`src/rtl/wdt_pkg.sv`:
```
package wdt_pkg;
    localparam int DATA_W = 8;

    localparam logic ADDR_CSR = 1'b0;
    localparam logic ADDR_CNT = 1'b1;

    localparam int CSR_FLAG_BIT = 7;
    localparam int CSR_MODE_BIT = 6;
    localparam int CSR_EN_BIT   = 5;
    localparam int SEL_W        = 3;

    typedef enum logic [1:0] {
        FLG_CLEAR = 2'd0,
        FLG_SET   = 2'd1,
        FLG_ARMED = 2'd2
    } flag_state_t;

    typedef enum logic {
        PLS_IDLE   = 1'b0,
        PLS_ACTIVE = 1'b1
    } pulse_state_t;

    // log2 of the tick period for each select value
    function automatic int tap_exp(input int sel);
        case (sel)
            0:       return 1;
            1:       return 6;
            2:       return 7;
            3:       return 9;
            4:       return 11;
            5:       return 13;
            6:       return 15;
            default: return 17;
        endcase
    endfunction
endpackage

```
`src/rtl/wdt_prescaler.sv`:
```
module wdt_prescaler
    import wdt_pkg::*;
#(
    parameter int DIV_W = 17
) (
    input  logic             clk,
    input  logic             rst_n,
    input  logic [SEL_W-1:0] sel,
    output logic             tick
);
    localparam int NUM_TAPS = 1 << SEL_W;

    logic [DIV_W-1:0]    div_q;
    logic [NUM_TAPS-1:0] hit;

    always_ff @(posedge clk or negedge rst_n) begin
        if (!rst_n) div_q <= '0;
        else        div_q <= div_q + 1'b1;
    end

    // one tap per select: tick when the low bits are all ones
    for (genvar g = 0; g < NUM_TAPS; g++) begin : g_tap
        localparam int E = tap_exp(g);
        assign hit[g] = &div_q[E-1:0];
    end

    assign tick = hit[sel];
endmodule

```
`src/rtl/wdt_counter.sv`:
```
module wdt_counter #(
    parameter int W = 8
) (
    input  logic         clk,
    input  logic         rst_n,
    input  logic         en,
    input  logic         tick,
    input  logic         load,
    input  logic [W-1:0] load_val,
    output logic [W-1:0] cnt,
    output logic         wrap
);
    localparam logic [W-1:0] CNT_MAX = '1;

    logic step;
    assign step = en && tick && !load;
    assign wrap = step && (cnt == CNT_MAX);

    always_ff @(posedge clk or negedge rst_n) begin
        if (!rst_n)    cnt <= '0;
        else if (load) cnt <= load_val;
        else if (step) cnt <= cnt + 1'b1;
    end
endmodule

```
`src/rtl/wdt_flag_fsm.sv`:
```
module wdt_flag_fsm
    import wdt_pkg::*;
(
    input  logic clk,
    input  logic rst_n,
    input  logic wrap_iv,
    input  logic csr_rd,
    input  logic csr_wr,
    input  logic wr_flag_bit,
    output logic flag
);
    flag_state_t state_q, state_d;

    always_ff @(posedge clk or negedge rst_n) begin
        if (!rst_n) state_q <= FLG_CLEAR;
        else        state_q <= state_d;
    end

    always_comb begin
        state_d = state_q;
        unique case (state_q)
            FLG_CLEAR: if (wrap_iv) state_d = FLG_SET;                      // wrap
            FLG_SET:   if (csr_rd && !csr_wr) state_d = FLG_ARMED;          // qualify
            FLG_ARMED: if (csr_wr) begin
                if (!wr_flag_bit && !wrap_iv) state_d = FLG_CLEAR;          // clear
                else                          state_d = FLG_SET;            // disarm
            end
            default:   state_d = FLG_CLEAR;
        endcase
    end

    always_comb begin
        flag = (state_q != FLG_CLEAR);
    end
endmodule

```
`src/rtl/wdt_pulse_fsm.sv`:
```
module wdt_pulse_fsm
    import wdt_pkg::*;
#(
    parameter int LEN = 8
) (
    input  logic clk,
    input  logic rst_n,
    input  logic fire,
    output logic pulse
);
    localparam int LW = (LEN > 1) ? $clog2(LEN) : 1;
    localparam logic [LW-1:0] LAST = LW'(LEN - 1);

    pulse_state_t state_q, state_d;
    logic [LW-1:0] left_q, left_d;

    always_ff @(posedge clk or negedge rst_n) begin
        if (!rst_n) begin
            state_q <= PLS_IDLE;
            left_q  <= '0;
        end else begin
            state_q <= state_d;
            left_q  <= left_d;
        end
    end

    always_comb begin
        state_d = state_q;
        left_d  = left_q;
        unique case (state_q)
            PLS_IDLE: if (fire) begin                      // fire
                state_d = PLS_ACTIVE;
                left_d  = LAST;
            end
            PLS_ACTIVE: begin
                if (fire) left_d = LAST;                   // refire
                else if (left_q == '0) state_d = PLS_IDLE; // expire
                else left_d = left_q - 1'b1;
            end
            default: state_d = PLS_IDLE;
        endcase
    end

    always_comb begin
        pulse = (state_q == PLS_ACTIVE);
    end
endmodule

```
`src/rtl/wdt_dual_timer.sv`:
```
module wdt_dual_timer
    import wdt_pkg::*;
#(
    parameter int DIV_W     = 17,
    parameter int PULSE_LEN = 8
) (
    input  logic              clk,
    input  logic              rst_n,
    input  logic              bus_addr,
    input  logic              bus_wr,
    input  logic              bus_rd,
    input  logic [DATA_W-1:0] bus_wdata,
    output logic [DATA_W-1:0] bus_rdata,
    output logic              int_req_o,
    output logic              wdog_pulse_o
);
    logic             mode_q;
    logic             en_q;
    logic [SEL_W-1:0] sel_q;
    logic             tick;
    logic             cnt_wr;
    logic             csr_wr;
    logic             csr_rd;
    logic [DATA_W-1:0] cnt_q;
    logic             wrap_evt;
    logic             flag;

    assign csr_wr = bus_wr && (bus_addr == ADDR_CSR);
    assign csr_rd = bus_rd && (bus_addr == ADDR_CSR);
    assign cnt_wr = bus_wr && (bus_addr == ADDR_CNT);

    always_ff @(posedge clk or negedge rst_n) begin
        if (!rst_n) begin
            mode_q <= 1'b0;
            en_q   <= 1'b0;
            sel_q  <= '0;
        end else if (csr_wr) begin
            mode_q <= bus_wdata[CSR_MODE_BIT];
            en_q   <= bus_wdata[CSR_EN_BIT];
            sel_q  <= bus_wdata[SEL_W-1:0];
        end
    end

    wdt_prescaler #(.DIV_W(DIV_W)) u_presc (
        .clk(clk), .rst_n(rst_n), .sel(sel_q), .tick(tick)
    );

    wdt_counter #(.W(DATA_W)) u_cnt (
        .clk(clk), .rst_n(rst_n), .en(en_q), .tick(tick),
        .load(cnt_wr), .load_val(bus_wdata), .cnt(cnt_q), .wrap(wrap_evt)
    );

    wdt_flag_fsm u_flag (
        .clk(clk), .rst_n(rst_n), .wrap_iv(wrap_evt && !mode_q),
        .csr_rd(csr_rd), .csr_wr(csr_wr),
        .wr_flag_bit(bus_wdata[CSR_FLAG_BIT]), .flag(flag)
    );

    wdt_pulse_fsm #(.LEN(PULSE_LEN)) u_pulse (
        .clk(clk), .rst_n(rst_n), .fire(wrap_evt && mode_q), .pulse(wdog_pulse_o)
    );

    always_comb begin
        if (bus_addr == ADDR_CNT) bus_rdata = cnt_q;
        else                      bus_rdata = {flag, mode_q, en_q, 2'b11, sel_q};
    end

    assign int_req_o = flag && !mode_q;
endmodule

```
`config.mk`:
```
export PLATFORM = sky130hd
export DESIGN_NAME = wdt_dual_timer
export DESIGN_NICKNAME = d
export VERILOG_FILES = /design/src/rtl/wdt_pkg.sv /design/src/rtl/wdt_prescaler.sv /design/src/rtl/wdt_counter.sv /design/src/rtl/wdt_flag_fsm.sv /design/src/rtl/wdt_pulse_fsm.sv /design/src/rtl/wdt_dual_timer.sv
export SDC_FILE = /design/constraint.sdc
export NUM_CORES = 1
export LEC_CHECK = 0
export ABC_AREA = 1
export ABC_CLOCK_PERIOD_IN_PS = 2900
export CAP_MARGIN = 20
export CELL_PAD_IN_SITES_DETAIL_PLACEMENT = 1
export CELL_PAD_IN_SITES_GLOBAL_PLACEMENT = 2
export CORE_AREA = 4 4 81 83
export DETAILED_ROUTE_END_ITERATION = 12
export DIE_AREA = 0 0 85 87
export PLACE_DENSITY = 0.78
export RECOVER_POWER = 100
export SLEW_MARGIN = 30
export SYNTH_ARGS = -nofsm -noshare
export SYNTH_HDL_FRONTEND = slang
export SYNTH_SLANG_ARGS = --single-unit
```
`constraint.sdc`:
```
create_clock -name clk -period 2.9 [get_ports clk]
set_input_delay 0.725 -clock clk [delete_from_list [all_inputs] [get_ports clk]]
set_output_delay 0.725 -clock clk [all_outputs]
set_load 0.01 [all_outputs]
```
==> summary.txt, run 1 <==
Clock network
  – Skew-Pair Late Insertion Delay: 0.28 ns
  – Root Buffer: clkbuf_8
  – CTS tree: built
  – Clk slew on worst S/H paths: 0.06 ns
  – CTS Buf Count: 5
  – H-tree Lvls: 2
  – Sink Count: 36
  – Clock tree buffer depth: 2

STA
  – Hold_ws: 0.472 ns
  – Final Hold Viols: 0
  – Fin crit share: 98.2%
  – Minimum clock period: 2.85 ns
  – Final Skew: 0.00442 ns
  – Max Clk Rate: 351 MHz
  – # setup viols final: 0
  – RSZ-0062 raised after global routing: false
  – Pins over their slew limit: 37
  – Worst-Margin Slew: 1.99 ns
  – Worst slew margin: -32.7%
  – TNS Setup: 0 ns
  – Worst setup margin: 0.0526 ns

Layout
  – Area delta synth->final: 14.1%
  – Fillcell total: 707
  – Post-route cell area: 2320 um2
  – Antenna Cells: 0
  – Share of post-route cells with drive strength above 1: 8.06%
  – Layout Cells excl Fill: 348
  – Nets: 294

Die
  – Die Width: 85 um
  – DIE AREA: 7400 um2
  – Initial Util: 34.8%
  – FP Rows: 28
  – Core footprint: 5850 um2
  – Num ports: 23
  – Die Span Y: 87 um

Synthesis
  – Sequential cell area fraction in the yosys report: 44.3%
  – Gate count of the mapped netlist: 248
  – Syn_area_per_cell: 8.21 um2
  – #FFs+latches synth: 36
  – Post-Syn Area: 2040 um2
  – Syn_nets: 267
  – Ys Warns: 0
  – Synth cell types: 28

Place
  – Area of placed instances: 2320 um2
  – GPL Wtd Cong: 0.752
  – Placed cells: 343
  – Pre-CTS worst setup slack: 0.0341 ns
  – DP Wirelength: 3.59 mm
  – Port bufs: 22

Worst setup path
  – Worst path required time: 2.17 ns
  – Worst Setup End Kind: output port
  – Crit path DAT: 2.12 ns
  – Startpoint Class: primary input
  – Worst Path Max Fanout: 3
  – CP Class: primary input to output port
  – Setup slack, reg-to-reg: 0.40 ns
  – Worst R2R Path Depth: 15

GRT
  – Largest net degree at the start of global routing: 37
  – GRT overflow: 0
  – Vias in the first global route: 1782
  – GR Util All Layers: 14.9%
  – Antenna violations before repair: 0
  – First-pass GRT wire length: 8.76 mm

Outcome
  – Status: complete, but fails checks
  – Failing checks: capacitance limit, slew limit

Route
  – Vias post-DR: 1627
  – Wirelength per Cell: 13.6 um
  – DRT Pass-1 Iters: 4
  – Drt drc: 0
  – Remaining antenna violation count: 0
  – Vias per cell: 4.68
  – Post-Route WL: 4.75 mm
  – Iteration-0 DRC Markers: 49

Run
  – Max-cap violations: 1

Power
  – Cell area power density: 582 nW/um2
  – Leakage Power: 1.14 nW
  – Worst vdd rail ir drop: 0.000222 V

Worst hold path
  – WHS Path Cells: 1
  – Worst Hold Class: flop to flop
-- critical path, cell delays in order --
cell             delay, ns
clkdlybuf4s50_1       0.44
buf_4                 0.16
o21ai_0               0.20
clkdlybuf4s50_1       0.60
-- per-layer routing --
layer | GRT usage (%) | part of all wire (%) | up-vias
met5 | 0 | 0 | -
met4 | 4.46 | 1.3 | 0
met3 | 3.31 | 2.6 | 6
met2 | 24.4 | 48 | 17
met1 | 19.7 | 48 | 770
li1 | - | - | 834
-- cells in the mapped netlist --
| master | number | area, um2 |
|---|---|---|
| inv_1 | 34 | 128 |
| o21bai_1 | 1 | 7.51 |
| xor2_1 | 9 | 78.8 |
| nor4_1 | 1 | 6.26 |
| a21oi_1 | 12 | 60.1 |
| nor2_4 | 2 | 22.5 |
| o211ai_1 | 1 | 7.51 |
| nand3_4 | 1 | 17.5 |
| mux2_2 | 1 | 11.3 |
| inv_4 | 1 | 6.26 |
| clkbuf_8 | 1 | 13.8 |
| clkbuf_1 | 2 | 7.51 |
| a31oi_1 | 1 | 6.26 |
| xnor2_1 | 4 | 35.0 |
| inv_2 | 2 | 7.51 |
| o21ai_1 | 1 | 5.00 |
| nand2_4 | 3 | 33.8 |
| o21ai_0 | 18 | 90.1 |
| dfrtp_1 | 36 | 901 |
| nand2_2 | 8 | 50.1 |
| nand3_1 | 11 | 55.1 |
| buf_12 | 1 | 20.0 |
| nor4_2 | 1 | 12.5 |
| nor2_1 | 25 | 93.8 |
| ha_1 | 6 | 75.1 |
| o21ai_2 | 4 | 35.0 |
| nand2_1 | 53 | 199 |
| nand4_1 | 8 | 50.1 |
-- path summary, 6_finish.rpt --
check,start,endpoint
max,bus_addr,bus_rdata[7]
min,u_presc.div_q[9],u_presc.div_q[9]
max reg2reg,u_presc.div_q[0],u_cnt.cnt[1]
min reg2reg,u_presc.div_q[9],u_presc.div_q[9]
max in group asynchronous,rst_n,u_presc.div_q[12]
min in group asynchronous,rst_n,u_presc.div_q[11]
-- sequential cells by signal (all words and copies together) (netlist names) --
| name | count |
|---|---|
| en_q | 1 |
| mode_q | 1 |
| u_pulse.pulse | 1 |
| u_cnt.cnt | 8 |
| sel_q | 3 |
| u_pulse.left_q | 3 |
| u_presc.div_q | 17 |
| u_flag.state_q | 2 |
-- power breakdown --
group	total (mW)	leakage [nW]	switching, mW	internal, mW
Sequential	0.642	0.462	0.0737	0.569
Clock	0.323	0.0359	0.168	0.155
Combinational	0.388	0.639	0.228	0.160
Total	1.35	1.14	0.470	0.883
-- cells in the final DEF, fill, tap and decap left out, drive strengths merged --
cell / n
nand2: 64
inv: 37
dfrtp: 36
nor2: 27
o21ai: 23
clkdlybuf4s50: 14
nand3: 12
a21oi: 12
xor2: 9
clkbuf: 9
nand4: 8
ha: 6
xnor2: 4
dlygate4sd3: 4
nor4: 2
buf: 2
o21bai: 1
o211ai: 1
a31oi: 1
mux2: 1
-- per-stage QoR --
step	power [mW]	util [%]
after floorplan	0.899	-
after global placement	1.05	39.6
after detailed placement	1.06	39.6
after CTS	1.40	40.8
after global routing	1.48	39.7
final	1.35	39.7
-- cell families after synthesis --
logic type	after synthesis	synth area share, %
adders and majority gates	6	3.69
xor gates and xnor gates	13	5.59
muxes	1	0.553
AOI/OAI and AO/OA	38	10.4
buffers and inverters	41	8.97
and+or+nand+nor	113	26.6
DFF	36	44.3
-- layout make-up --
type                            count  area, um2  area share, %
Tap cell                           75       93.8           4.04
Inverter                           37        141           6.09
Timing Repair Buffer               24        210           9.05
Clock buffer                        5       68.8           2.96
Sequential cell                    36        901           38.8
Multi-Input combinational cell    171        908           39.1
-- timing repair --
action / in CTS / in global routing
setup endpoints to repair: 0 / 3
hold buffers: 0 / 0
resized for setup: 0 / 3
setup buffers: 0 / 0
Note: power is estimated with default switching activity, not from simulation.
==> run 2, diff against run 1 <==
- CORE_AREA: 4 4 81 83 -> 4 4 95 70
- DIE_AREA: 0 0 85 87 -> 0 0 99 74
- PLACE_DENSITY: 0.78 -> 0.79
==> run 2 against run 1 <==
  * The run still ends with capacitance limit, slew limit left
  * Clock skew is 0.0073 ns higher
  * Clock-buffer cell count is 1 higher
  * Power is 3.3% higher
  * Critical endpoint is now bus_rdata[0]
  * Highest routed layer unchanged
  * Setup slack better by 0.063 ns
  * Sequential power is 0.6% lower
  * Sequential cell count stayed put
  * Non-clock buffer count is 3 higher
  * First-iteration DRC count is 16% higher
==> summary.txt, run 2 (synthesis results as in run 1) <==
Worst setup path
  – Startpoint Class: primary input (unchanged)
  – Worst R2R Path Depth: 15 (unchanged)
  – RR Startpoint: u_presc.div_q[0] (unchanged)
  – CP max-delay cell: dlygate4sd3_1 (was clkdlybuf4s50_1)
  – CP max stage delay: 0.63 ns (was 0.60 ns)
  – Crit path DAT: 2.06 ns (was 2.12 ns)
  – Cell Chain, Critical Path: dlygate4sd2_1 -> buf_4 -> o21ai_0 -> dlygate4sd3_1 (was clkdlybuf4s50_1 -> buf_4 -> o21ai_0 -> clkdlybuf4s50_1)
  – Worst Setup End Kind: output port (unchanged)
  – CP Class: primary input to output port (unchanged)
  – Worst setup startpoint: bus_addr (unchanged)
  – Crit Reg-Reg Endpoint: u_cnt.cnt[1] (unchanged)
  – Worst Path Max Fanout: 7 (was 3)
  – Setup slack, reg-to-reg: 0.44 ns (was 0.40 ns)
  – Worst path required time: 2.17 ns (about the same)
  – Crit path to: bus_rdata[0] (was bus_rdata[7])

GRT
  – GR Util All Layers: 15.0% (was 14.9%)
  – First-pass GRT wire length: 8.63 mm (was 8.76 mm)
  – Vias in the first global route: 1742 (was 1782)
  – Antenna violations before repair: 0 (unchanged)
  – GRT overflow: 0 (unchanged)
  – Largest net degree at the start of global routing: 37 (unchanged)

Layout
  – Nets: 297 (was 294)
  – Antenna Cells: 0 (unchanged)
  – Top Registers: u_presc.div_q (17), u_cnt.cnt (8) (unchanged)
  – Share of post-route cells with drive strength above 1: 8.96% (was 8.06%)
  – Largest Register: u_presc.div_q (unchanged)
  – Fin util: 42.1% (was 39.7%)
  – Layout Cells excl Fill: 354 (was 348)
  – Post-route cell area: 2380 um2 (was 2320 um2)
  – Most frequent cells in the layout: nand2_1, dfrtp_1, inv_1 (unchanged)
  – Area delta synth->final: 17.1% (was 14.1%)
  – Commonest non-fill, non-tap cell in the layout: nand2_1 (unchanged)
  – Max reg flops: 17 (unchanged)

Die
  – Die Span Y: 74 um (was 87 um)
  – DIE AREA: 7330 um2 (was 7400 um2)
  – Initial Util: 35.9% (was 34.8%)
  – Die Width: 99 um (was 85 um)
  – Num ports: 23 (unchanged)
  – Core footprint: 5670 um2 (was 5850 um2)
  – FP Rows: 23 (was 28)

Route
  – Vias per cell: 4.74 (was 4.68)
  – Post-Route WL: 4.77 mm (was 4.75 mm)
  – Remaining antenna violation count: 0 (unchanged)
  – Wirelength per Cell: 13.5 um (was 13.6 um)
  – Vias post-DR: 1677 (was 1627)
  – Drt drc: 0 (unchanged)
  – Iteration-0 DRC Markers: 57 (was 49)
  – DRT Pass-1 Iters: 4 (unchanged)

STA
  – Hold_ws: 0.488 ns (was 0.472 ns)
  – RSZ-0062 raised after global routing: false (unchanged)
  – Max Clk Rate: 359 MHz (was 351 MHz)
  – Fin crit share: 96.0% (was 98.2%)
  – # setup viols final: 0 (unchanged)
  – Pins over their slew limit: 37 (unchanged)
  – Worst-Margin Slew: 2.00 ns (was 1.99 ns)
  – Worst slew margin: -33.7% (was -32.7%)
  – Final Hold Viols: 0 (unchanged)
  – TNS Setup: 0 ns (unchanged)
  – Worst setup margin: 0.116 ns (was 0.0526 ns)
  – Minimum clock period: 2.78 ns (was 2.85 ns)
  – Final Skew: 0.0118 ns (was 0.00442 ns)

Clock network
  – Skew-Pair Late Insertion Delay: 0.29 ns (was 0.28 ns)
  – Clock tree buffer depth: 2 (unchanged)
  – Post-CTS Setup Bufs: 0 (unchanged)
  – Sink Count: 36 (unchanged)
  – H-tree Lvls: 2 (unchanged)
  – CTS tree: built (unchanged)
  – CTS Buf Count: 5 (unchanged)
  – Root Buffer: clkbuf_8 (unchanged)
  – Clk slew on worst S/H paths: 0.08 ns (was 0.06 ns)

Outcome
  – Failing checks: capacitance limit, slew limit (unchanged)
  – Status: complete, but fails checks (unchanged)

Power
  – Cell area power density: 586 nW/um2 (was 582 nW/um2)
  – Worst vdd rail ir drop: 0.000265 V (was 0.000222 V)
  – Power Total: 1.40 mW (was 1.35 mW)
  – Leakage Power: 1.18 nW (was 1.14 nW)

Place
  – GPL Wtd Cong: 0.740 (was 0.752)
  – Port bufs: 22 (unchanged)
  – Pre-CTS worst setup slack: -0.117 ns (was 0.0341 ns)
  – Placed cells: 346 (was 343)
  – DP Wirelength: 3.71 mm (was 3.59 mm)
  – Area of placed instances: 2340 um2 (was 2320 um2)

Run
  – Max-cap violations: 1 (unchanged)

Worst hold path
  – Worst Hold Class: flop to flop (unchanged)
-- run 2: cell types whose count changed in the layout (fill, tap and decap cells not counted), sizes merged --
cell	delta
clkdlybuf4s50	-3
buf	+1
dlygate4sd3	+5
dlygate4sd2	+1
clkinv	+2
-- run 2: per-layer routing --
metal | wire length [um] | vias to the layer above | track usage, %
li1 | - | 849 | -
met1 | 2690 | 789 | 22.8
met2 | 1840 | 32 | 20.8
met3 | 167 | 7 | 3.28
met4 | 73 | 0 | 5.45
met5 | 0 | - | 0
-- run 2: worst max-delay path, delay by kind of cell --
family          cells  cell delay, ns
buf+inv             3            1.14
compound gates      1            0.19
-- run 2: worst min path at each step --
stage                                  from                end  cells past startpoint
after floorplan                       rst_n               en_q                      0
after global placement    u_presc.div_q[16]  u_presc.div_q[16]                      1
after detailed placement  u_presc.div_q[16]  u_presc.div_q[16]                      1
after CTS                 u_presc.div_q[16]  u_presc.div_q[16]                      1
after global routing      u_presc.div_q[16]  u_presc.div_q[16]                      1
final                     u_presc.div_q[16]  u_presc.div_q[16]                      1
-- run 2: power by group --
part / total [mW] / switching [mW] / internal, mW
clock: 0.375 / 0.186 / 0.190
sequential: 0.638 / 0.0695 / 0.568
combinational: 0.385 / 0.220 / 0.165
total: 1.40 / 0.475 / 0.923
-- run 2: timing repair --
| action | 4_1_cts | 5_1_grt |
|---|---|---|
| setup endpoints to repair | 5 | 0 |
| gates resized for setup | 1 | 0 |
| hold buffers | 0 | 0 |
-- run 2: layout make-up --
| class | instances | area, um2 |
|---|---|---|
| flip-flops and latches | 36 | 901 |
| fillers | 681 | 3280 |
| clock inverters | 2 | 10.0 |
| inverters | 37 | 141 |
| clock buffers | 6 | 82.6 |
| multi-input cells | 171 | 913 |
| repair buffers | 27 | 243 |
| well taps | 75 | 93.8 |
==> run 3, diff against run 2 <==
- CORE_AREA: 4 4 95 70 -> 4 4 91 67
- DIE_AREA: 0 0 99 74 -> 0 0 95 71
- DONT_BUFFER_PORTS: default -> 1
- MAX_ROUTING_LAYER: default -> met4
- PLACE_DENSITY: 0.79 -> 0.77
==> run 3 against run 2 <==
  * The run now ends clean
  * Clock skew down 0.0011 ns
  * Die area down 7.9%
  * Final area decreased by 9.6%
  * Largest cell class unchanged
  * Largest power group unchanged
==> summary.txt, run 3 (synthesis results as in run 1) <==
Place
  – DP Wirelength: 3.76 mm (was 3.71 mm)
  – Area of placed instances: 2080 um2 (was 2340 um2)
  – GPL Wtd Cong: 0.771 (was 0.740)
  – Port bufs: 0 (was 22)
  – Pre-CTS worst setup slack: 0.635 ns (was -0.117 ns)
  – Placed cells: 316 (was 346)

Clock network
  – CTS Hold Bufs: 0 (unchanged)
  – Clock tree buffer depth: 2 (unchanged)
  – Post-CTS Setup Bufs: 0 (unchanged)
  – Root Buffer: clkbuf_8 (unchanged)
  – CTS tree: built (unchanged)
  – Sink Count: 36 (unchanged)
  – H-tree Lvls: 2 (unchanged)
  – CTS Buf Count: 5 (unchanged)
  – Skew-Pair Late Insertion Delay: 0.28 ns (was 0.29 ns)
  – Clk slew on worst S/H paths: 0.08 ns (about the same)
  – CTS resizes: 0 (was 1)

Layout
  – Most frequent cells in the layout: nand2_1, dfrtp_1, inv_1 (unchanged)
  – Share of post-route cells with drive strength above 1: 9.13% (was 8.96%)
  – Area delta synth->final: 5.90% (was 17.1%)
  – Commonest non-fill, non-tap cell in the layout: nand2_1 (unchanged)
  – Antenna Cells: 0 (unchanged)
  – Nets: 270 (was 297)
  – Fin util: 41.7% (was 42.1%)
  – Largest Register: u_presc.div_q (unchanged)
  – Layout Cells excl Fill: 324 (was 354)
  – Post-route cell area: 2160 um2 (was 2380 um2)
  – Max reg flops: 17 (unchanged)
  – Top Registers: u_presc.div_q (17), u_cnt.cnt (8) (unchanged)

Die
  – Core footprint: 5170 um2 (was 5670 um2)
  – Initial Util: 39.3% (was 35.9%)
  – Die Width: 95 um (was 99 um)
  – FP Rows: 22 (was 23)
  – DIE AREA: 6750 um2 (was 7330 um2)
  – Die Span Y: 71 um (was 74 um)
  – Num ports: 23 (unchanged)

GRT
  – Met3 track demand over resource: 4.57% (was 3.28%)
  – Antenna violations before repair: 0 (unchanged)
  – GRT busiest layer: met1 (unchanged)
  – First-pass GRT wire length: 8.27 mm (was 8.63 mm)
  – Met1 Use GR: 24.3% (was 22.8%)
  – Largest net degree at the start of global routing: 37 (unchanged)
  – GRT met2 Usage: 21.3% (was 20.8%)
  – Vias in the first global route: 1678 (was 1742)
  – GRT overflow: 0 (unchanged)
  – GR Util All Layers: 16.2% (was 15.0%)

Worst setup path
  – Worst R2R Path Depth: 15 (unchanged)
  – Worst Path Max Fanout: 13 (was 7)
  – Setup slack, reg-to-reg: 0.52 ns (was 0.44 ns)
  – Startpoint Class: flop (was primary input)
  – CP Buf/Inv Count: 2 (was 3)
  – Delay-heaviest family, CP: simple AND/OR/NAND/NOR gates (was buffers and inverters)
  – CP max stage delay: 0.39 ns (was 0.63 ns)
  – CP Class: flop to flop (was primary input to output port)
  – Cell Chain, Critical Path: ha_1 -> nand3_1 -> inv_2 -> nand2_1 -> nor4_1 -> ha_1 -> nor2_1 -> nor2_1 -> nand2_1 -> nand2_1 -> nand2_2 -> nand2_4 -> inv_1 -> nand2_1 -> o21ai_0 (was dlygate4sd2_1 -> buf_4 -> o21ai_0 -> dlygate4sd3_1)
  – Crit path DAT: 2.54 ns (was 2.06 ns)
  – CP max-delay cell: dfrtp_1 (was dlygate4sd3_1)
  – Worst Setup End Kind: flop (was output port)
  – Worst path required time: 3.07 ns (was 2.17 ns)
  – Crit Reg-Reg Endpoint: u_cnt.cnt[2] (was u_cnt.cnt[1])
  – Most frequent CP cell: nand2_1
  – RR Startpoint: u_presc.div_q[0] (unchanged)

STA
  – TNS Setup: 0 ns (unchanged)
  – # setup viols final: 0 (unchanged)
  – Worst-Margin Slew: 0.850 ns (was 2.00 ns)
  – Max Clk Rate: 421 MHz (was 359 MHz)
  – Final Skew: 0.0106 ns (was 0.0118 ns)
  – Worst slew margin: 42.8% (was -33.7%)
  – Fin crit share: 82.0% (was 96.0%)
  – RSZ-0062 raised after global routing: false (unchanged)
  – Final Hold Viols: 0 (unchanged)
  – Pins over their slew limit: 0 (was 37)
  – Worst setup margin: 0.523 ns (was 0.116 ns)
  – Minimum clock period: 2.38 ns (was 2.78 ns)

Power
  – Worst vdd rail ir drop: 0.000223 V (was 0.000265 V)
  – Cell area power density: 642 nW/um2 (was 586 nW/um2)
  – Leakage Power: 1.07 nW (was 1.18 nW)

Route
  – DRT Pass-1 Iters: 4 (unchanged)
  – Remaining antenna violation count: 0 (unchanged)
  – Wirelength per Cell: 14.8 um (was 13.5 um)
  – Drt drc: 0 (unchanged)
  – Vias post-DR: 1592 (was 1677)
  – Iteration-0 DRC Markers: 44 (was 57)
  – Vias per cell: 4.91 (was 4.74)
  – Post-Route WL: 4.81 mm (was 4.77 mm)

Outcome
  – Status: completed (was complete, but fails checks)

Run
  – Max-cap violations: 0 (was 1)

Worst hold path
  – Worst Hold Class: primary input to async pin (was flop to flop)
-- run 3: worst max-delay path by stage --
stage,endpoint,depth (start not counted),start
2_1_floorplan,u_cnt.cnt[7],14,u_presc.div_q[0]
3_3_place_gp,u_cnt.cnt[1],15,u_presc.div_q[0]
3_5_place_dp,u_cnt.cnt[1],15,u_presc.div_q[0]
4_1_cts,u_cnt.cnt[1],15,u_presc.div_q[0]
5_1_grt,u_cnt.cnt[2],15,u_presc.div_q[0]
6_report,u_cnt.cnt[2],15,u_presc.div_q[0]
-- run 3: report_power, final --
group,internal [mW],total [mW],switching (mW)
combinational,0.108,0.311,0.203
sequential,0.568,0.637,0.0690
clock,0.255,0.436,0.181
-- run 3: per-stage QoR --
stage / power (mW) / hold slack (ns)
floorplan: 0.899 / 0.429
global placement: 0.963 / 0.431
detailed placement: 0.968 / 0.430
CTS: 1.41 / 0.115
global route: 1.49 / 0.104
finish: 1.38 / 0.128
-- run 3: final cells by class --
type / instances / area, um2
well taps: 72 / 90.1
inverters: 37 / 141
flip-flops and latches: 36 / 901
clock inverters: 2 / 35.0
multi-input cells: 171 / 916
fillers: 660 / 3020
clock buffers: 6 / 72.6
-- run 3: worst reg2reg max path, stage by stage (launching register included) --
cell	delay, ns
dfrtp_1	0.39
ha_1	0.19
nand3_1	0.18
inv_2	0.14
nand2_1	0.08
nor4_1	0.26
ha_1	0.20
nor2_1	0.04
nor2_1	0.09
nand2_1	0.06
nand2_1	0.15
nand2_2	0.09
nand2_4	0.16
inv_1	0.09
nand2_1	0.06
o21ai_0	0.07
-- run 3: metal layers --
layer / part of all wire, % / wire length, um / up-vias
met3: 5.2 / 250 / 2
met5: 0 / 0 / -
met1: 54 / 2590 / 773
met2: 41 / 1950 / 23
met4: 0.48 / 23 / 0
li1: - / - / 794
